==> src/rtl/wdt_pkg.sv <==
package wdt_pkg;

    localparam int REG_AW = 12;

    // byte offsets inside the control frame
    localparam logic [REG_AW-1:0] A_STATUS = 12'h000;
    localparam logic [REG_AW-1:0] A_LENGTH = 12'h008;
    localparam logic [REG_AW-1:0] A_DL_LO  = 12'h010;
    localparam logic [REG_AW-1:0] A_DL_HI  = 12'h014;
    // identification words, both frames
    localparam logic [REG_AW-1:0] A_ID_A   = 12'hFCC;
    localparam logic [REG_AW-1:0] A_ID_B   = 12'hFD0;
    // refresh frame kick register
    localparam logic [REG_AW-1:0] A_KICK   = 12'h000;

    typedef enum logic {
        FR_CONTROL = 1'b0,
        FR_REFRESH = 1'b1
    } frame_e;

    typedef enum logic [1:0] {
        ST_RUN   = 2'd0,
        ST_WARN  = 2'd1,
        ST_FIRED = 2'd2
    } stage_e;

    typedef struct packed {
        logic status_wr;
        logic refresh;
        logic length_wr;
        logic dl_lo_wr;
        logic dl_hi_wr;
    } strobe_t;

    // status word bits: enable, warning flag, reset flag
    function automatic logic [2:0] status_bits(input logic en, input stage_e st);
        return {st == ST_FIRED, st != ST_RUN, en};
    endfunction

endpackage

==> src/rtl/wdt_bus_decode.sv <==
module wdt_bus_decode
    import wdt_pkg::*;
#(
    parameter int DATA_W = 32,
    parameter int CNT_W  = 64,
    parameter logic [31:0] ID_A = 32'h0000_0001,
    parameter logic [31:0] ID_B = 32'h0000_0002
) (
    input  logic              bus_sel,
    input  logic              bus_we,
    input  logic              bus_frame,
    input  logic [REG_AW-1:0] bus_addr,
    input  logic              en_q,
    input  stage_e            stage_q,
    input  logic [DATA_W-1:0] length_q,
    input  logic [CNT_W-1:0]  deadline_q,
    output strobe_t           stb,
    output logic [DATA_W-1:0] rdata
);
    localparam int PAD_W = DATA_W - 3;

    logic wr_ctl, wr_ref, is_ctl;

    always_comb begin
        is_ctl = (frame_e'(bus_frame) == FR_CONTROL);
        wr_ctl = bus_sel && bus_we && is_ctl;
        wr_ref = bus_sel && bus_we && !is_ctl;

        stb.status_wr = wr_ctl && (bus_addr == A_STATUS);
        stb.length_wr = wr_ctl && (bus_addr == A_LENGTH);
        stb.dl_lo_wr  = wr_ctl && (bus_addr == A_DL_LO);
        stb.dl_hi_wr  = wr_ctl && (bus_addr == A_DL_HI);
        // a kick or any write of the status word restarts the sequence
        stb.refresh   = stb.status_wr || (wr_ref && (bus_addr == A_KICK));
    end

    always_comb begin
        rdata = '0;
        if (bus_addr == A_ID_A) begin
            rdata = DATA_W'(ID_A);
        end else if (bus_addr == A_ID_B) begin
            rdata = DATA_W'(ID_B);
        end else if (is_ctl) begin
            unique case (bus_addr)
                A_STATUS: rdata = {{PAD_W{1'b0}}, status_bits(en_q, stage_q)};
                A_LENGTH: rdata = length_q;
                A_DL_LO:  rdata = deadline_q[DATA_W-1:0];
                A_DL_HI:  rdata = deadline_q[CNT_W-1:DATA_W];
                default:  rdata = '0;
            endcase
        end
    end

endmodule

==> src/rtl/wdt_expiry_engine.sv <==
module wdt_expiry_engine
    import wdt_pkg::*;
#(
    parameter int DATA_W = 32,
    parameter int CNT_W  = 64
) (
    input  logic              clk,
    input  logic              rst,
    input  strobe_t           stb,
    input  logic [DATA_W-1:0] wdata,
    input  logic [CNT_W-1:0]  sys_cnt,
    output logic              en_q,
    output stage_e            stage_q,
    output logic [DATA_W-1:0] length_q,
    output logic [CNT_W-1:0]  deadline_q
);
    localparam int EXT_W = CNT_W - DATA_W;

    logic [CNT_W-1:0] next_deadline;
    logic             due;
    logic             dl_wr;

    always_comb begin
        next_deadline = sys_cnt + {{EXT_W{1'b0}}, length_q};
        due           = (sys_cnt >= deadline_q);
        dl_wr         = stb.dl_lo_wr || stb.dl_hi_wr;
    end

    always_ff @(posedge clk) begin
        if (rst) begin
            en_q       <= 1'b0;
            stage_q    <= ST_RUN;
            length_q   <= '0;
            deadline_q <= '0;
        end else begin
            if (stb.length_wr) length_q <= wdata;
            if (stb.status_wr) en_q     <= wdata[0];

            if (stb.refresh) begin
                deadline_q <= next_deadline;
                stage_q    <= ST_RUN;
            end else if (stb.dl_lo_wr) begin
                deadline_q[DATA_W-1:0] <= wdata;
            end else if (stb.dl_hi_wr) begin
                deadline_q[CNT_W-1:DATA_W] <= wdata;
            end else if (en_q && due) begin
                unique case (stage_q)
                    ST_RUN: begin
                        stage_q    <= ST_WARN;
                        deadline_q <= next_deadline;
                    end
                    ST_WARN:  stage_q <= ST_FIRED;
                    default:  stage_q <= ST_FIRED;
                endcase
            end
        end
    end

    // nothing fires while disabled
    a_r6_quiet_when_off: assert property (@(posedge clk) disable iff (rst)
        !en_q |=> stage_q != ST_FIRED || $past(stage_q) == ST_FIRED);

    // the warning only appears while enabled, with the deadline moved on
    a_r4_warn_needs_enable: assert property (@(posedge clk) disable iff (rst)
        (stage_q == ST_RUN) ##1 (stage_q == ST_WARN) |-> $past(en_q));

    a_r4_reload: assert property (@(posedge clk) disable iff (rst)
        (stage_q == ST_RUN && !stb.refresh && !dl_wr) ##1 (stage_q == ST_WARN)
        |-> deadline_q == $past(sys_cnt) + {{EXT_W{1'b0}}, $past(length_q)});

    // reset only after a warning, and sticky until refreshed
    a_r5_fire_after_warn: assert property (@(posedge clk) disable iff (rst)
        (stage_q != ST_FIRED) ##1 (stage_q == ST_FIRED) |-> $past(stage_q) == ST_WARN);

    a_r5_sticky: assert property (@(posedge clk) disable iff (rst)
        (stage_q == ST_FIRED && !stb.refresh) |=> stage_q == ST_FIRED);

    // refresh always clears both flags
    a_r2_refresh_clears: assert property (@(posedge clk) disable iff (rst)
        stb.refresh |=> stage_q == ST_RUN);

    // stage length changes only by its own write
    a_r8_length_hold: assert property (@(posedge clk) disable iff (rst)
        !stb.length_wr |=> $stable(length_q));

endmodule

==> src/rtl/wdt_two_stage.sv <==
module wdt_two_stage
    import wdt_pkg::*;
#(
    parameter int DATA_W = 32,
    parameter logic [31:0] ID_A = 32'h5744_0001,
    parameter logic [31:0] ID_B = 32'h0000_0A21
) (
    input  logic              clk,
    input  logic              rst,
    input  logic              bus_sel,
    input  logic              bus_we,
    input  logic              bus_frame,
    input  logic [11:0]       bus_addr,
    input  logic [DATA_W-1:0] bus_wdata,
    output logic [DATA_W-1:0] bus_rdata,
    input  logic [2*DATA_W-1:0] sys_cnt,
    output logic              warn_irq,
    output logic              reset_req
);
    localparam int CNT_W = 2 * DATA_W;

    strobe_t           stb;
    logic              en_q;
    stage_e            stage_q;
    logic [DATA_W-1:0] length_q;
    logic [CNT_W-1:0]  deadline_q;

    wdt_bus_decode #(
        .DATA_W (DATA_W),
        .CNT_W  (CNT_W),
        .ID_A   (ID_A),
        .ID_B   (ID_B)
    ) u_decode (
        .bus_sel    (bus_sel),
        .bus_we     (bus_we),
        .bus_frame  (bus_frame),
        .bus_addr   (bus_addr),
        .en_q       (en_q),
        .stage_q    (stage_q),
        .length_q   (length_q),
        .deadline_q (deadline_q),
        .stb        (stb),
        .rdata      (bus_rdata)
    );

    wdt_expiry_engine #(
        .DATA_W (DATA_W),
        .CNT_W  (CNT_W)
    ) u_engine (
        .clk        (clk),
        .rst        (rst),
        .stb        (stb),
        .wdata      (bus_wdata),
        .sys_cnt    (sys_cnt),
        .en_q       (en_q),
        .stage_q    (stage_q),
        .length_q   (length_q),
        .deadline_q (deadline_q)
    );

    always_comb begin
        warn_irq  = (stage_q != ST_RUN);
        reset_req = (stage_q == ST_FIRED);
    end

    // a reset request always carries the warning with it
    a_r5_warn_with_reset: assert property (@(posedge clk) disable iff (rst)
        reset_req |-> warn_irq);

endmodule

==> config.mk <==
export PLATFORM = sky130hd
export DESIGN_NAME = wdt_two_stage
export DESIGN_NICKNAME = d
export VERILOG_FILES = /design/src/rtl/wdt_pkg.sv /design/src/rtl/wdt_bus_decode.sv /design/src/rtl/wdt_expiry_engine.sv /design/src/rtl/wdt_two_stage.sv
export SDC_FILE = /design/constraint.sdc
export NUM_CORES = 1
export LEC_CHECK = 0
export CAP_MARGIN = 25
export CORE_MARGIN = 3
export CORE_UTILIZATION = 40
export DETAILED_ROUTE_END_ITERATION = 8
export DONT_BUFFER_PORTS = 1
export GPL_ROUTABILITY_DRIVEN = 0
export PLACE_DENSITY = 0.52
export SLEW_MARGIN = 20
export SYNTH_ARGS = -nofsm -noshare
export SYNTH_HDL_FRONTEND = slang
export SYNTH_SLANG_ARGS = --single-unit
==> constraint.sdc <==
create_clock -name clk -period 4.8 [get_ports clk]
set_input_delay 0.96 -clock clk [delete_from_list [all_inputs] [get_ports clk]]
set_output_delay 0.96 -clock clk [all_outputs]
set_load 0.02 [all_outputs]
==> metrics.yaml <==
run_status:
  status: "completed"
drt:
  via_per_inst: 6.044
  ant_nets: 0
  drtIter0Drc: 818
  dr.pass1.iters: 6
  routed-via-count: 8879
  drc: 0
  wl_per_cell_um: 22.63
  drt-total-wl_um: 33240
clock_network:
  clkLatencyLatePin_ps: 370
  cts-root-buf: "clkbuf_16"
  postCtsSetupBuffers: 0
  cts_hold_buffers: 0
  h-tree-depth: 3
  tritoncts: "built"
  cts_sinks: 99
  ctsResizeCount: 0
  cts.reportedPaths.clkPinSlew_ps: 70
  clock_path_buffers: 2
  cts-buffers-inserted: 9
power:
  p_clk_share_pct: 44.5
  combPwrFrac_pct: 9.6
  p_leak_uw: 0.003592
  power.switching_uw: 463.3
  power.density_nw_per_um2: 188.2
  p_sw_share_pct: 25.92
  power.internal_uw: 1324
  vdd_drop_max_mv: 0.1406
  seq_power_share_pct: 45.9
floorplan:
  die_y_um: 153.9
  die_w_um: 153.9
  rows: 53
  start_util_pct: 41.11
  io_pins: 147
  core-area_um2: 21290
  die_area_um2: 23690
logic_synthesis:
  ys_types: 69
  synth_top_cell_by_area: "dfxtp_1"
  ys.warnings.count: 0
  syn_inst: 1198
  seq_area_frac_synth_pct: 22.65
  synthesis.area_um2: 8751
  syn_nets: 1408
  synthTopCellsByCount: "nand2_1 (179), a21oi_1 (109), dfxtp_1 (99), ha_1 (96), nor2_1 (92)"
  ys_async_sr_fraction_pct: 0
  synth.area.top_cells: "dfxtp_1 (23%), ha_1 (14%), nand2_1 (7.7%), a21oi_1 (6.2%), nor2_1 (3.9%)"
  synth_area_per_cell_um2: 7.305
  synth-edff-count: 0
  yosysMostFrequentCell: "nand2_1"
  yosysTopAreaCellShare_pct: 22.65
  ys_ff_latch: 99
  synth-main-ff-cell: "dfxtp_1"
grt:
  grt_pass1_vias: 8589
  antenna_found_initial: 0
  grt_max_degree: 70
  gr-total-overflow: 0
  grt_pass1_wl_um: 51290
  track_usage_pct: 27.62
timing:
  setup_violations: 0
  finalMaxSlewViolations: 0
  maxSlewHeadroom_pct: 42.96
  fin_crit_ps: 4063
  final_hold_viol_count: 0
  fin_tns_setup_ps: 0
  worst_pin_slew_ps: 849.9
  max_freq_ghz: 0.2461
  finalCritPeriodShare_pct: 84.64
  timing.final.ws_setup_ps: 737.2
  rsz0062_at_grt: "no"
  fin_skew_ps: 13.38
critical_path:
  crit_fanout: 20
  criticalPathCategory: "in -> out"
  crit_path_end_kind: "output port"
  arrival_ps: 3100
  crit_required_ps: 3840
  worstSetupStartpointType: "primary input"
placement:
  pre_cts_slack_ps: 764.8
  io_buffers: 0
  dp_hpwl_um: 26080
cells_and_area:
  drive_above_1_share_pct: 6.790
  area_delta_synth_final_pct: 8.507
  layout.nets: 1398
flow_run:
  maxCapViolations: 0
worst_hold_path:
  hold_class: "reg -> reg"
-- critical path, cell delays in order --
cell,delay [ps]
or4_4,530
nor4_4,270
and4bb_1,250
buf_4,200
o21ai_2,220
buf_4,290
o21ai_0,200
buf_4,170
-- cell families (layout without fill, tap and decap cells) --
logic type	Yosys count	after routing	synth area share [%]
other	0	1	0
adders and majority gates	97	97	13.95
AOI/OAI and AO/OA	354	354	26.47
muxes	8	8	0.9294
buffers and inverters	152	147	7.163
xor gates and xnor gates	55	55	5.505
and+or+nand+nor	433	433	23.33
DFF	99	99	22.65
-- through the flow --
step | utilization [%] | hold slack (ps) | cell area (um2) | cells | power (uW)
finish | 44.61 | 484.9 | 9495 | 1469 | 1787
global route | 44.60 | 509.4 | 9493 | 1468 | 1865
CTS | 44.60 | 480.6 | 9493 | 1468 | 1804
detailed placement | 43.11 | 469.8 | 9176 | 1452 | 1008
global placement | 43.11 | 463.4 | 9176 | 1452 | 1007
floorplan | - | 444.5 | 8751 | 1198 | 980.4
-- power by group through the flow --
stage	Combinational [uW]	Sequential (uW)	Clock (uW)
4_1_cts	170	820	814
6_report	171	820	796
3_5_place_dp	169	840	0
5_1_grt	196	821	848
2_1_floorplan	141	840	0
3_3_place_gp	167	840	0
-- cell usage in the layout (no fill, tap or decap), types with 6 or more instances in the layout --
cell type / Yosys / layout
nor2b_1: 8 / 8
o21ai_0: 55 / 55
xor2_1: 28 / 28
a31oi_1: 31 / 31
o21ai_1: 23 / 22
nor4_1: 12 / 12
and3_1: 35 / 35
xnor2_1: 27 / 27
a211oi_1: 10 / 10
nand2_1: 179 / 179
nand4_1: 36 / 36
a222oi_1: 32 / 32
buf_4: 3 / 49
a211o_1: 6 / 6
and2_1: 7 / 7
dfxtp_1: 99 / 99
a21o_1: 22 / 22
nand3_1: 30 / 30
a311oi_1: 14 / 14
clkbuf_16: 0 / 9
inv_1: 80 / 80
nor2_1: 92 / 92
ha_1: 96 / 96
mux2i_1: 7 / 7
o211ai_1: 9 / 9
nor3_1: 11 / 11
a21oi_1: 109 / 109
-- area by class of cell --
type / instances / area [um2]
Fill cell: 2229 / 11790
Clock buffer: 10 / 239.0
Inverter: 81 / 304.0
Clock inverter: 6 / 77.57
Antenna cell: 1 / 2.502
Timing Repair Buffer: 50 / 387.9
Tap cell: 275 / 344.1
Multi-Input combinational cell: 947 / 6158
Sequential cell: 99 / 1982
-- per-layer routing --
layer / track usage [%] / share of wire (%)
met5: 0 / 0
met4: 10.51 / 3.7
met3: 7.318 / 9.1
met2: 44.33 / 45
met1: 35.60 / 42
-- worst paths after layout --
check                        start                 endpoint  slack [ps]  cells after the start
min          u_engine.length_q[19]    u_engine.length_q[19]         480                      2
min reg2reg  u_engine.length_q[19]    u_engine.length_q[19]         480                      2
max                    bus_addr[9]             bus_rdata[5]         740                      8
max reg2reg   u_engine.length_q[7]  u_engine.deadline_q[59]        1370                     10
-- flip-flops by register name, indices dropped and copies added, names as in the netlist --
signal	count
u_engine.length_q	32
u_engine.en_q	1
u_engine.stage_q	2
u_engine.deadline_q	64
Power figures use the tool's default switching activity.
